### src/rtl/sa_alu_pkg.sv
package sa_alu_pkg;
  // function select encodings; meaning depends on the mode bit
  typedef enum logic [1:0] {
    FN_PASS_OR  = 2'b00,  // arith: A + Cin        logic: A | B
    FN_ADD_AND  = 2'b01,  // arith: A + B + Cin    logic: A & B
    FN_SUBC_XOR = 2'b10,  // arith: A + ~B + Cin   logic: A ^ B
    FN_ONES_NOT = 2'b11   // arith: A + 1s + Cin   logic: ~A
  } fsel_e;

  typedef struct packed {
    logic x;
    logic y;
  } operand_pair_t;
endpackage

### src/rtl/sa_operand_slice.sv
module sa_operand_slice
  import sa_alu_pkg::*;
(
  input  logic          a_bit,
  input  logic          b_bit,
  input  logic          logic_mode,
  input  logic [1:0]    fsel,
  output operand_pair_t xy
);
  always_comb begin
    xy.x = a_bit;
    xy.y = 1'b0;
    if (!logic_mode) begin
      xy.x = a_bit;
      unique case (fsel_e'(fsel))
        FN_PASS_OR:  xy.y = 1'b0;
        FN_ADD_AND:  xy.y = b_bit;
        FN_SUBC_XOR: xy.y = ~b_bit;
        FN_ONES_NOT: xy.y = 1'b1;
        default:     xy.y = 1'b0;
      endcase
    end else begin
      unique case (fsel_e'(fsel))
        FN_PASS_OR: begin
          xy.x = a_bit | b_bit;
          xy.y = 1'b0;
        end
        FN_ADD_AND: begin
          xy.x = ~a_bit & b_bit;
          xy.y = b_bit;
        end
        FN_SUBC_XOR: begin
          xy.x = ~a_bit;
          xy.y = ~b_bit;
        end
        FN_ONES_NOT: begin
          xy.x = a_bit;
          xy.y = 1'b1;
        end
        default: begin
          xy.x = a_bit;
          xy.y = 1'b0;
        end
      endcase
    end
  end
endmodule

### src/rtl/sa_operand_prep.sv
module sa_operand_prep
  import sa_alu_pkg::*;
#(
  parameter int WIDTH = 8
) (
  input  logic [WIDTH-1:0] opa,
  input  logic [WIDTH-1:0] opb,
  input  logic             logic_mode,
  input  logic [1:0]       fsel,
  output logic [WIDTH-1:0] x_vec,
  output logic [WIDTH-1:0] y_vec
);
  for (genvar i = 0; i < WIDTH; i++) begin : g_slice
    operand_pair_t pair;
    sa_operand_slice u_slice (
      .a_bit      (opa[i]),
      .b_bit      (opb[i]),
      .logic_mode (logic_mode),
      .fsel       (fsel),
      .xy         (pair)
    );
    assign x_vec[i] = pair.x;
    assign y_vec[i] = pair.y;
  end
endmodule

### src/rtl/sa_ripple_adder.sv
module sa_ripple_adder #(
  parameter int WIDTH = 8
) (
  input  logic [WIDTH-1:0] x_vec,
  input  logic [WIDTH-1:0] y_vec,
  input  logic             cin,
  input  logic             kill_carry,
  output logic [WIDTH-1:0] sum,
  output logic             cout
);
  localparam int CHAIN = WIDTH + 1;

  logic [CHAIN-1:0] chain;

  assign chain[0] = cin & ~kill_carry;

  for (genvar i = 0; i < WIDTH; i++) begin : g_fa
    logic prop;
    logic gen;
    assign prop         = x_vec[i] ^ y_vec[i];
    assign gen          = x_vec[i] & y_vec[i];
    assign sum[i]       = prop ^ chain[i];
    assign chain[i+1]   = (gen | (prop & chain[i])) & ~kill_carry;
  end

  assign cout = chain[CHAIN-1];
endmodule

### src/rtl/shared_adder_alu.sv
module shared_adder_alu #(
  parameter int WIDTH = 8
) (
  input  logic [WIDTH-1:0] opa,
  input  logic [WIDTH-1:0] opb,
  input  logic             logic_mode,
  input  logic [1:0]       fsel,
  input  logic             carry_in,
  output logic [WIDTH-1:0] result,
  output logic             carry_out
);
  logic [WIDTH-1:0] x_vec;
  logic [WIDTH-1:0] y_vec;

  sa_operand_prep #(.WIDTH(WIDTH)) u_prep (
    .opa        (opa),
    .opb        (opb),
    .logic_mode (logic_mode),
    .fsel       (fsel),
    .x_vec      (x_vec),
    .y_vec      (y_vec)
  );

  // logic mode zeroes every carry so each sum bit is x ^ y alone
  sa_ripple_adder #(.WIDTH(WIDTH)) u_add (
    .x_vec      (x_vec),
    .y_vec      (y_vec),
    .cin        (carry_in),
    .kill_carry (logic_mode),
    .sum        (result),
    .cout       (carry_out)
  );
endmodule

### config.mk
export PLATFORM = sky130hd
export DESIGN_NAME = shared_adder_alu
export DESIGN_NICKNAME = d
export VERILOG_FILES = /design/src/rtl/sa_alu_pkg.sv /design/src/rtl/sa_operand_slice.sv /design/src/rtl/sa_operand_prep.sv /design/src/rtl/sa_ripple_adder.sv /design/src/rtl/shared_adder_alu.sv
export SDC_FILE = /design/constraint.sdc
export NUM_CORES = 1
export LEC_CHECK = 0
export BUFFER_PORTS_ARGS = -buffer_cell sky130_fd_sc_hd__buf_2
export CAP_MARGIN = 20
export CORE_MARGIN = 2
export CORE_UTILIZATION = 50
export DETAILED_ROUTE_END_ITERATION = 10
export GPL_TIMING_DRIVEN = 1
export PLACE_DENSITY = 0.88
export SYNTH_ARGS = -nofsm -noshare
export SYNTH_HDL_FRONTEND = slang
export SYNTH_SLANG_ARGS = --single-unit
### constraint.sdc
create_clock -name vclk -period 21.3
set_input_delay 4.26 -clock vclk [all_inputs]
set_output_delay 4.26 -clock vclk [all_outputs]
set_load 0.005 [all_outputs]
# --- Yosys cells after proc, flatten, opt, wreduce, memory -nomap -nowiden ---
# Index checks and enable logic that the tools add are counted.
# Widths: inputs -> output; s select.
word_totals:
  wordCells: 110
  input_bits: 20
  output_inout_bits: 9
  reg_bits: 0
classes:
  bitwise_logic: 82
  reduce_logical: 1
  n_eq_ne: 3
  muxes: 24
ops:
  columns: ["op", "n"]
  rows:
  - ["$pmux 2 s4", 8]
  - ["$and 1x1->1", 33]
  - ["$pmux 1 s4", 8]
  - ["$not 1->1", 17]
  - ["$mux 2", 8]
  - ["$or 1x1->1", 16]
  - ["$xor 1x1->1", 16]
  - ["$eq 2x2->1 const B", 2]
  - ["$eq 2x1->1 const B", 1]
  - ["$logic_not 2->1", 1]

# --- Logic depth before layout (Yosys ltp) ---
# Gate-level depths: netlist of run 1.
logic_depth:
  word_depth: 29
  ltp_mapped: 21
  depth_no_buf: 19

# --- By module ---
# A second synthesis of run 1 with hierarchy kept.
hier_totals:
  cells_unflattened: 84
  hier_area_um2: 715.7
modules_own_cells:
  columns: ["module", "area_each_um2", "cells_each", "instances"]
  rows:
  - ["sa_operand_slice", 61.3, 8, 8]
  - ["sa_ripple_adder", 225.2, 20, 1]

# --- Worst setup path after synthesis of run 1 ---
# Ideal clock, no wire load.
synth_timing:
  kind: "in2out"
  from: "in fsel[1]"
  to: "out result[7]"
  stages: 20
  setup_slack_ps: 8659
  arrival_time_ps: 8381
  required_ps: 17040
  path_cell_list: "buf_6 nand2b_4 buf_6 o22a_1 o221ai_2 fa_1 nor2_1 fa_1 nor2b_1 fa_1 nor2b_1 fa_1 nor2b_1 fa_1 nor2b_1 fa_1 nor2b_1 fa_1 nor2b_1 fa_1"
synth_between:
  elab_chain_cells: 26
synth_lines:
  columns: ["item", "line_no", "text"]
  rows:
  - ["start: declaration", "shared_adder_alu.sv:7", "input logic [1:0] fsel,"]
  - ["$eq 2x2->1, or another cell as far along", "sa_operand_slice.sv:15, sa_operand_slice.sv:23", null]
  - ["$pmux 2 s4 or $pmux 1 s4 (tied branches)", "sa_operand_slice.sv:23, sa_operand_slice.sv:15", null]
  - ["$mux 2", "sa_operand_slice.sv:13", "if (!logic_mode) begin"]
  - ["$xor 1x1->1", "sa_ripple_adder.sv:20", "assign prop = x_vec[i] ^ y_vec[i];"]
  - ["$and 1x1->1", "sa_ripple_adder.sv:23", "assign chain[i+1] = (gen | (prop & chain[i])) & ~kill_carry;"]
  - ["$or 1x1->1", "sa_ripple_adder.sv:23", null]
  - ["$and 1x1->1 (2 in a row)", "sa_ripple_adder.sv:23", null]
  - ["$or 1x1->1", "sa_ripple_adder.sv:23", null]
  - ["[... 6 more ...]", null, null]
  - ["$and 1x1->1 (2 in a row)", "sa_ripple_adder.sv:23", null]
  - ["$or 1x1->1", "sa_ripple_adder.sv:23", null]
  - ["$and 1x1->1 (2 in a row)", "sa_ripple_adder.sv:23", null]
  - ["$or 1x1->1", "sa_ripple_adder.sv:23", null]
  - ["$and 1x1->1 (2 in a row)", "sa_ripple_adder.sv:23", null]
  - ["$or 1x1->1", "sa_ripple_adder.sv:23", null]
  - ["$and 1x1->1", "sa_ripple_adder.sv:23", null]
  - ["$xor 1x1->1 *", "sa_ripple_adder.sv:22", "assign sum[i] = prop ^ chain[i];"]
  - ["end: declaration", "shared_adder_alu.sv:9", "output logic [WIDTH-1:0] result,"]
# Every way passes the cells marked *; elsewhere a longest branch is shown, timed or not.

# --- Worst setup path after layout of run 1 ---
layout_timing:
  from: "in logic_mode"
  to: "out carry_out"
layout_between:
  elab_chain_cells: 26
layout_lines:
  columns: ["item", "line_no", "text"]
  rows:
  - ["start: declaration", "shared_adder_alu.sv:6", "input logic logic_mode,"]
  - ["$mux 2 or $not 1->1 (tied branches)", "sa_operand_slice.sv:13, sa_ripple_adder.sv:15, sa_ripple_adder.sv:23", null]
  - ["$xor 1x1->1 or $and 1x1->1 (tied branches)", "sa_ripple_adder.sv:20, sa_ripple_adder.sv:15", null]
  - ["$and 1x1->1", "sa_ripple_adder.sv:23", null]
  - ["$or 1x1->1", "sa_ripple_adder.sv:23", null]
  - ["$and 1x1->1 (2 in a row)", "sa_ripple_adder.sv:23", null]
  - ["$or 1x1->1", "sa_ripple_adder.sv:23", null]
  - ["$and 1x1->1 (2 in a row)", "sa_ripple_adder.sv:23", null]
  - ["$or 1x1->1", "sa_ripple_adder.sv:23", null]
  - ["[... 5 more ...]", null, null]
  - ["$or 1x1->1", "sa_ripple_adder.sv:23", null]
  - ["$and 1x1->1 (2 in a row)", "sa_ripple_adder.sv:23", null]
  - ["$or 1x1->1", "sa_ripple_adder.sv:23", null]
  - ["$and 1x1->1 (2 in a row)", "sa_ripple_adder.sv:23", null]
  - ["$or 1x1->1", "sa_ripple_adder.sv:23", null]
  - ["$and 1x1->1 (2 in a row)", "sa_ripple_adder.sv:23", null]
  - ["$or 1x1->1", "sa_ripple_adder.sv:23", null]
  - ["$and 1x1->1 *", "sa_ripple_adder.sv:23", null]
  - ["end: declaration", "shared_adder_alu.sv:10", "output logic carry_out"]
# Marks and branches as above.

==> results.cfg, run 1 <==
[pwr]
p_total_mw = 0.0206
p_int_mw = 0.0100
p_sw_share_pct = 51.4
p_leak_nw = 0.337
power_frac_seq_pct = 0
p_clk_share_pct = 0
p_comb_share_pct = 100.0
power.density_mw_per_mm2 = 26.7
peakVddDrop_v = 0.0000114
p_switching_mw = 0.0106

[placed_design]
dp_hpwl_microns = 1110
port_buffers = 29
gp_congestion = 0.638

[run]
maxCapViolCount = 0

[sta]
slew_headroom_pct = 69.0
setup_viol = 0
hold_viol = 0
rsz0062_at_grt = false
min_period_ns = 13.33
finalMaxSlewViolations = 0
fmax_mhz = 75.0
fin_tns_setup_ns = 0
finalCritPeriodShare_pct = 62.6
tightest_slew_ns = 0.465

[drt]
vias_per_cell = 5.59
drc = 0
final_antenna_net_count = 0
wl_microns = 1470
first_pass_iters = 4
wire_per_inst_microns = 12.2
vias = 671
drt-initial-drc-count = 9

[floorplan]
die_area_sq_mm = 0.00166
ios = 29
die_y_microns = 40.7
start_util_pct = 52.4
die_x_microns = 40.7
core_area_sq_mm = 0.00128
rows = 13

[worst_setup_path]
path_depth = 21
crit_top_cell = fa_1
path_max_fanout = 27
cp.required_ns = 17.04
worstPathCellList = buf_2 -> nand2_1 -> o22a_1 -> o221ai_2 -> fa_1 -> nor2_1 -> fa_1 -> nor2b_1 -> fa_1 -> nor2b_1 -> fa_1 -> nor2b_1 -> fa_1 -> nor2b_1 -> fa_1 -> nor2b_1 -> fa_1 -> nor2b_1 -> fa_1 -> nor2b_1 -> buf_2
endpoint = carry_out
critPathBufInv = 2
critPathLaunchType = primary input
slowest_delay_ns = 0.38
crit_arrival_ns = 9.07
crit_family = adder cells
worst-setup-path-type = primary input to output port
critPathSlowestCell = buf_2
crit_start = logic_mode
endpoint_kind = output port

[global_routing]
grt_pass1_vias = 533
grt-ovfl-total = 0
grt_pass1_wl_microns = 2180
grt_use_total_pct = 18.8
grt_max_degree = 28
antenna_found_initial = 0

[clock_network]
post_cts_buffers = 0
cts_hold_buf = 0
ctsResizeCount = 0

[logic_synthesis]
synth.top_cell.area_share_pct = 23.8
yosysTopAreaCell = fa_1
postSynthCellCount = 83
muxShareOfSynthArea_pct = 13.2
synth_top_family_by_area = simple AND/OR/NAND/NOR gates
synthAdderAreaFrac_pct = 23.8
yosys.area_share.simple_pct = 33.3
syn_area_per_cell_sq_um = 8.11
synth_warnings = 0
synth.net_count = 111
syn_area_sq_um = 673
ys_types = 21
synth_compound_area_share_pct = 19.5
synth_xor_area_share_pct = 0
synth_seq_area_share_pct = 0
ys_top_cells_by_area = fa_1 24%, nor2b_1 13%, mux2_2 12%

[finish]
area_delta_synth_final_pct = 14.7
seq_cells = 0
seq_area_sq_um = 0
layout-drive-gt1-share_pct = 39.0
antenna_cells = 0
num-clock-buffers = 0
nets = 135

[min_path]
hold_class = primary input to output port

[run_status]
status = finished clean
==> cell usage after synthesis (2+ instances only) <==
cell type	n
buf_4	2
buf_6	4
nor3_1	7
fa_1	8
mux2_2	7
nor2b_1	14
o22ai_1	7
nand2_1	8
a211oi_1	6
nor2_1	9
==> power by group through the flow <==
stage / combinational, mW / clock (mW) / sequential (mW)
floorplan: 0.0137 / 0 / 0
global placement: 0.0198 / 0 / 0
detailed placement: 0.0207 / 0 / 0
CTS: 0.0209 / 0 / 0
global route: 0.0236 / 0 / 0
finish: 0.0206 / 0 / 0
==> through the flow <==
| stage | cells | utilization, % | worst slack, ns | hold WS (ns) | area, sq um |
|---|---|---|---|---|---|
| 4_1_cts | 120 | 60.1 | 7.95 | 9.00 | 772 |
| 5_1_grt | 120 | 60.1 | 7.76 | 9.05 | 772 |
| 2_1_floorplan | 83 | - | 8.66 | 8.77 | 673 |
| 6_report | 120 | 60.1 | 7.97 | 9.00 | 772 |
| 3_5_place_dp | 120 | 60.1 | 7.97 | 9.00 | 772 |
| 3_3_place_gp | 120 | 60.1 | 8.07 | 8.98 | 772 |
==> layout by cell type (no fill, tap or decap) <==
| cell type | Yosys | layout |
|---|---|---|
| a211oi_1 | 6 | 6 |
| a211oi_2 | 1 | 1 |
| a31oi_1 | 1 | 1 |
| buf_2 | 1 | 29 |
| fa_1 | 8 | 8 |
| inv_1 | 1 | 1 |
| mux2_2 | 7 | 7 |
| mux2i_1 | 1 | 1 |
| nand2_1 | 8 | 8 |
| nand2_2 | 1 | 1 |
| nand2_4 | 1 | 1 |
| nand2b_1 | 1 | 1 |
| nand2b_4 | 1 | 1 |
| nor2_1 | 9 | 9 |
| nor2b_1 | 14 | 14 |
| nor3_1 | 7 | 7 |
| o221ai_2 | 1 | 1 |
| o22a_1 | 1 | 1 |
| o22ai_1 | 7 | 7 |
==> cell families after synthesis <==
group	Yosys count
AOI/OAI and AO/OA	17
and+or+nand+nor	42
muxes	8
adders and majority gates	8
buffers and inverters	8
==> layout make-up <==
type               instances  area, sq um
repair buffers            29          145
inverters                  1         3.75
fillers                  132          513
multi-input cells         75          604
well taps                 15         18.8
==> worst min path at each step <==
stage / start / to / slack, ns / cells after the start
after floorplan: carry_in / result[0] / 8.77 / 3
after detailed placement: carry_in / result[0] / 9.00 / 5
final: carry_in / result[0] / 9.00 / 5
after CTS: carry_in / result[0] / 9.00 / 5
after global routing: opb[4] / result[4] / 9.05 / 4
after global placement: carry_in / result[0] / 8.98 / 5
==> per-layer routing <==
layer	wire [microns]	part of all wire (%)	global-route usage [%]	up-vias
met4	0	0	0	0
met3	49	3.3	0	0
li1	-	-	-	338
met5	0	0	0	-
met2	725	49	36.5	19
met1	694	47	24.3	314
Power figures use the tool's default switching activity.
==> run 2: changes to the inputs <==
CORE_UTILIZATION = 46   (was 50)
PLACE_DENSITY = 0.86   (was 0.88)
clock period = 10.75 ns   (was 21.3 ns; I/O delays follow)
==> results.cfg, run 2 (synthesized netlist as in run 1, its figures left out) <==
[drt]
wire_per_inst_microns = 12.7
final_antenna_net_count = 0
drc = 0
drt-initial-drc-count = 15
vias = 682
first_pass_iters = 4
vias_per_cell = 5.68
wl_microns = 1530

[clock_network]
post_cts_buffers = 0
cts_hold_buf = 0
ctsResizeCount = 0

[placed_design]
port_buffers = 29
dp_hpwl_microns = 1160
gp_congestion = 0.702

[floorplan]
die_x_microns = 42.3
ios = 29
die_area_sq_mm = 0.00179
rows = 13
die_y_microns = 42.3
core_area_sq_mm = 0.00133
start_util_pct = 50.5

[finish]
layout-drive-gt1-share_pct = 39.0
num-clock-buffers = 0
final_core_util_pct = 57.9
area_delta_synth_final_pct = 14.7
multi_input_area_sq_um = 604
antenna_cells = 0
fill_cells = 126
nets = 135
seq_cells = 0
final_cell_mix = 29 x buf_2, 14 x nor2b_1, 9 x nor2_1
final_common_cell = buf_2
seq_area_sq_um = 0

[sta]
min_period_ns = 9.09
finalCritPeriodShare_pct = 84.6
tightest_slew_ns = 0.438
fmax_mhz = 110
hold_viol = 0
slew_headroom_pct = 70.8
rsz0062_at_grt = false
finalMaxSlewViolations = 0
setup_viol = 0
holdWs_ns = 4.77
fin_tns_setup_ns = 0

[global_routing]
antenna_found_initial = 0
grt-ovfl-total = 0
grt_pass1_vias = 623
grt_max_degree = 28
grt_use_total_pct = 17.7
grt_pass1_wl_microns = 2620

[worst_setup_path]
worst-setup-path-type = primary input to output port
endpoint_kind = output port
path_max_fanout = 18
critPathLaunchType = primary input
cp.required_ns = 8.60
crit_arrival_ns = 6.94

[pwr]
peakVddDrop_v = 0.0000289
p_leak_nw = 0.337
p_total_mw = 0.0408
power.density_mw_per_mm2 = 52.8

[run_status]
status = finished clean

[run]
maxCapViolCount = 0

[min_path]
hold_class = primary input to output port
[run 2: path summary, 6_finish.rpt]
kind / start / to / slack, ns / depth (start not counted)
max: fsel[1] / carry_out / 1.66 / 21
min: carry_in / result[0] / 4.77 / 5
[run 2: final cells by class]
cell class,count,area share [%]
Multi-Input combinational cell,75,78.3
Timing Repair Buffer,29,18.8
Tap cell,15,2.43
Inverter,1,0.486
[run 2: report_power, final]
part / internal (mW) / total, mW / switching [mW]
logic: 0.0199 / 0.0408 / 0.0209
registers: 0 / 0 / 0
clock network: 0 / 0 / 0
[run 2: per-layer routing]
layer  GRT usage (%)  wire, microns  share of wire [%]
met5               0              0                  0
met2            33.5            794                 52
met3               0             62                4.1
met4            1.25              3               0.20
met1            23.3            665                 44
[run 2: through the flow]
| stage | instances | cell area, sq um | setup slack (ns) |
|---|---|---|---|
| 2_1_floorplan | 83 | 673 | 2.33 |
| 3_3_place_gp | 120 | 772 | 1.77 |
| 3_5_place_dp | 120 | 772 | 1.65 |
| 4_1_cts | 120 | 772 | 1.65 |
| 5_1_grt | 120 | 772 | 1.39 |
| 6_report | 120 | 772 | 1.66 |
[run 2: critical path, stage by stage]
cell	delay (ns)
buf_2	0.33
nand2b_4	0.14
o22a_1	0.23
o221ai_2	0.07
fa_1	0.21
nor2_1	0.05
fa_1	0.36
nor2b_1	0.14
fa_1	0.38
nor2b_1	0.15
fa_1	0.38
nor2b_1	0.15
fa_1	0.36
nor2b_1	0.14
fa_1	0.36
nor2b_1	0.15
fa_1	0.38
nor2b_1	0.15
fa_1	0.37
nor2b_1	0.13
buf_2	0.14
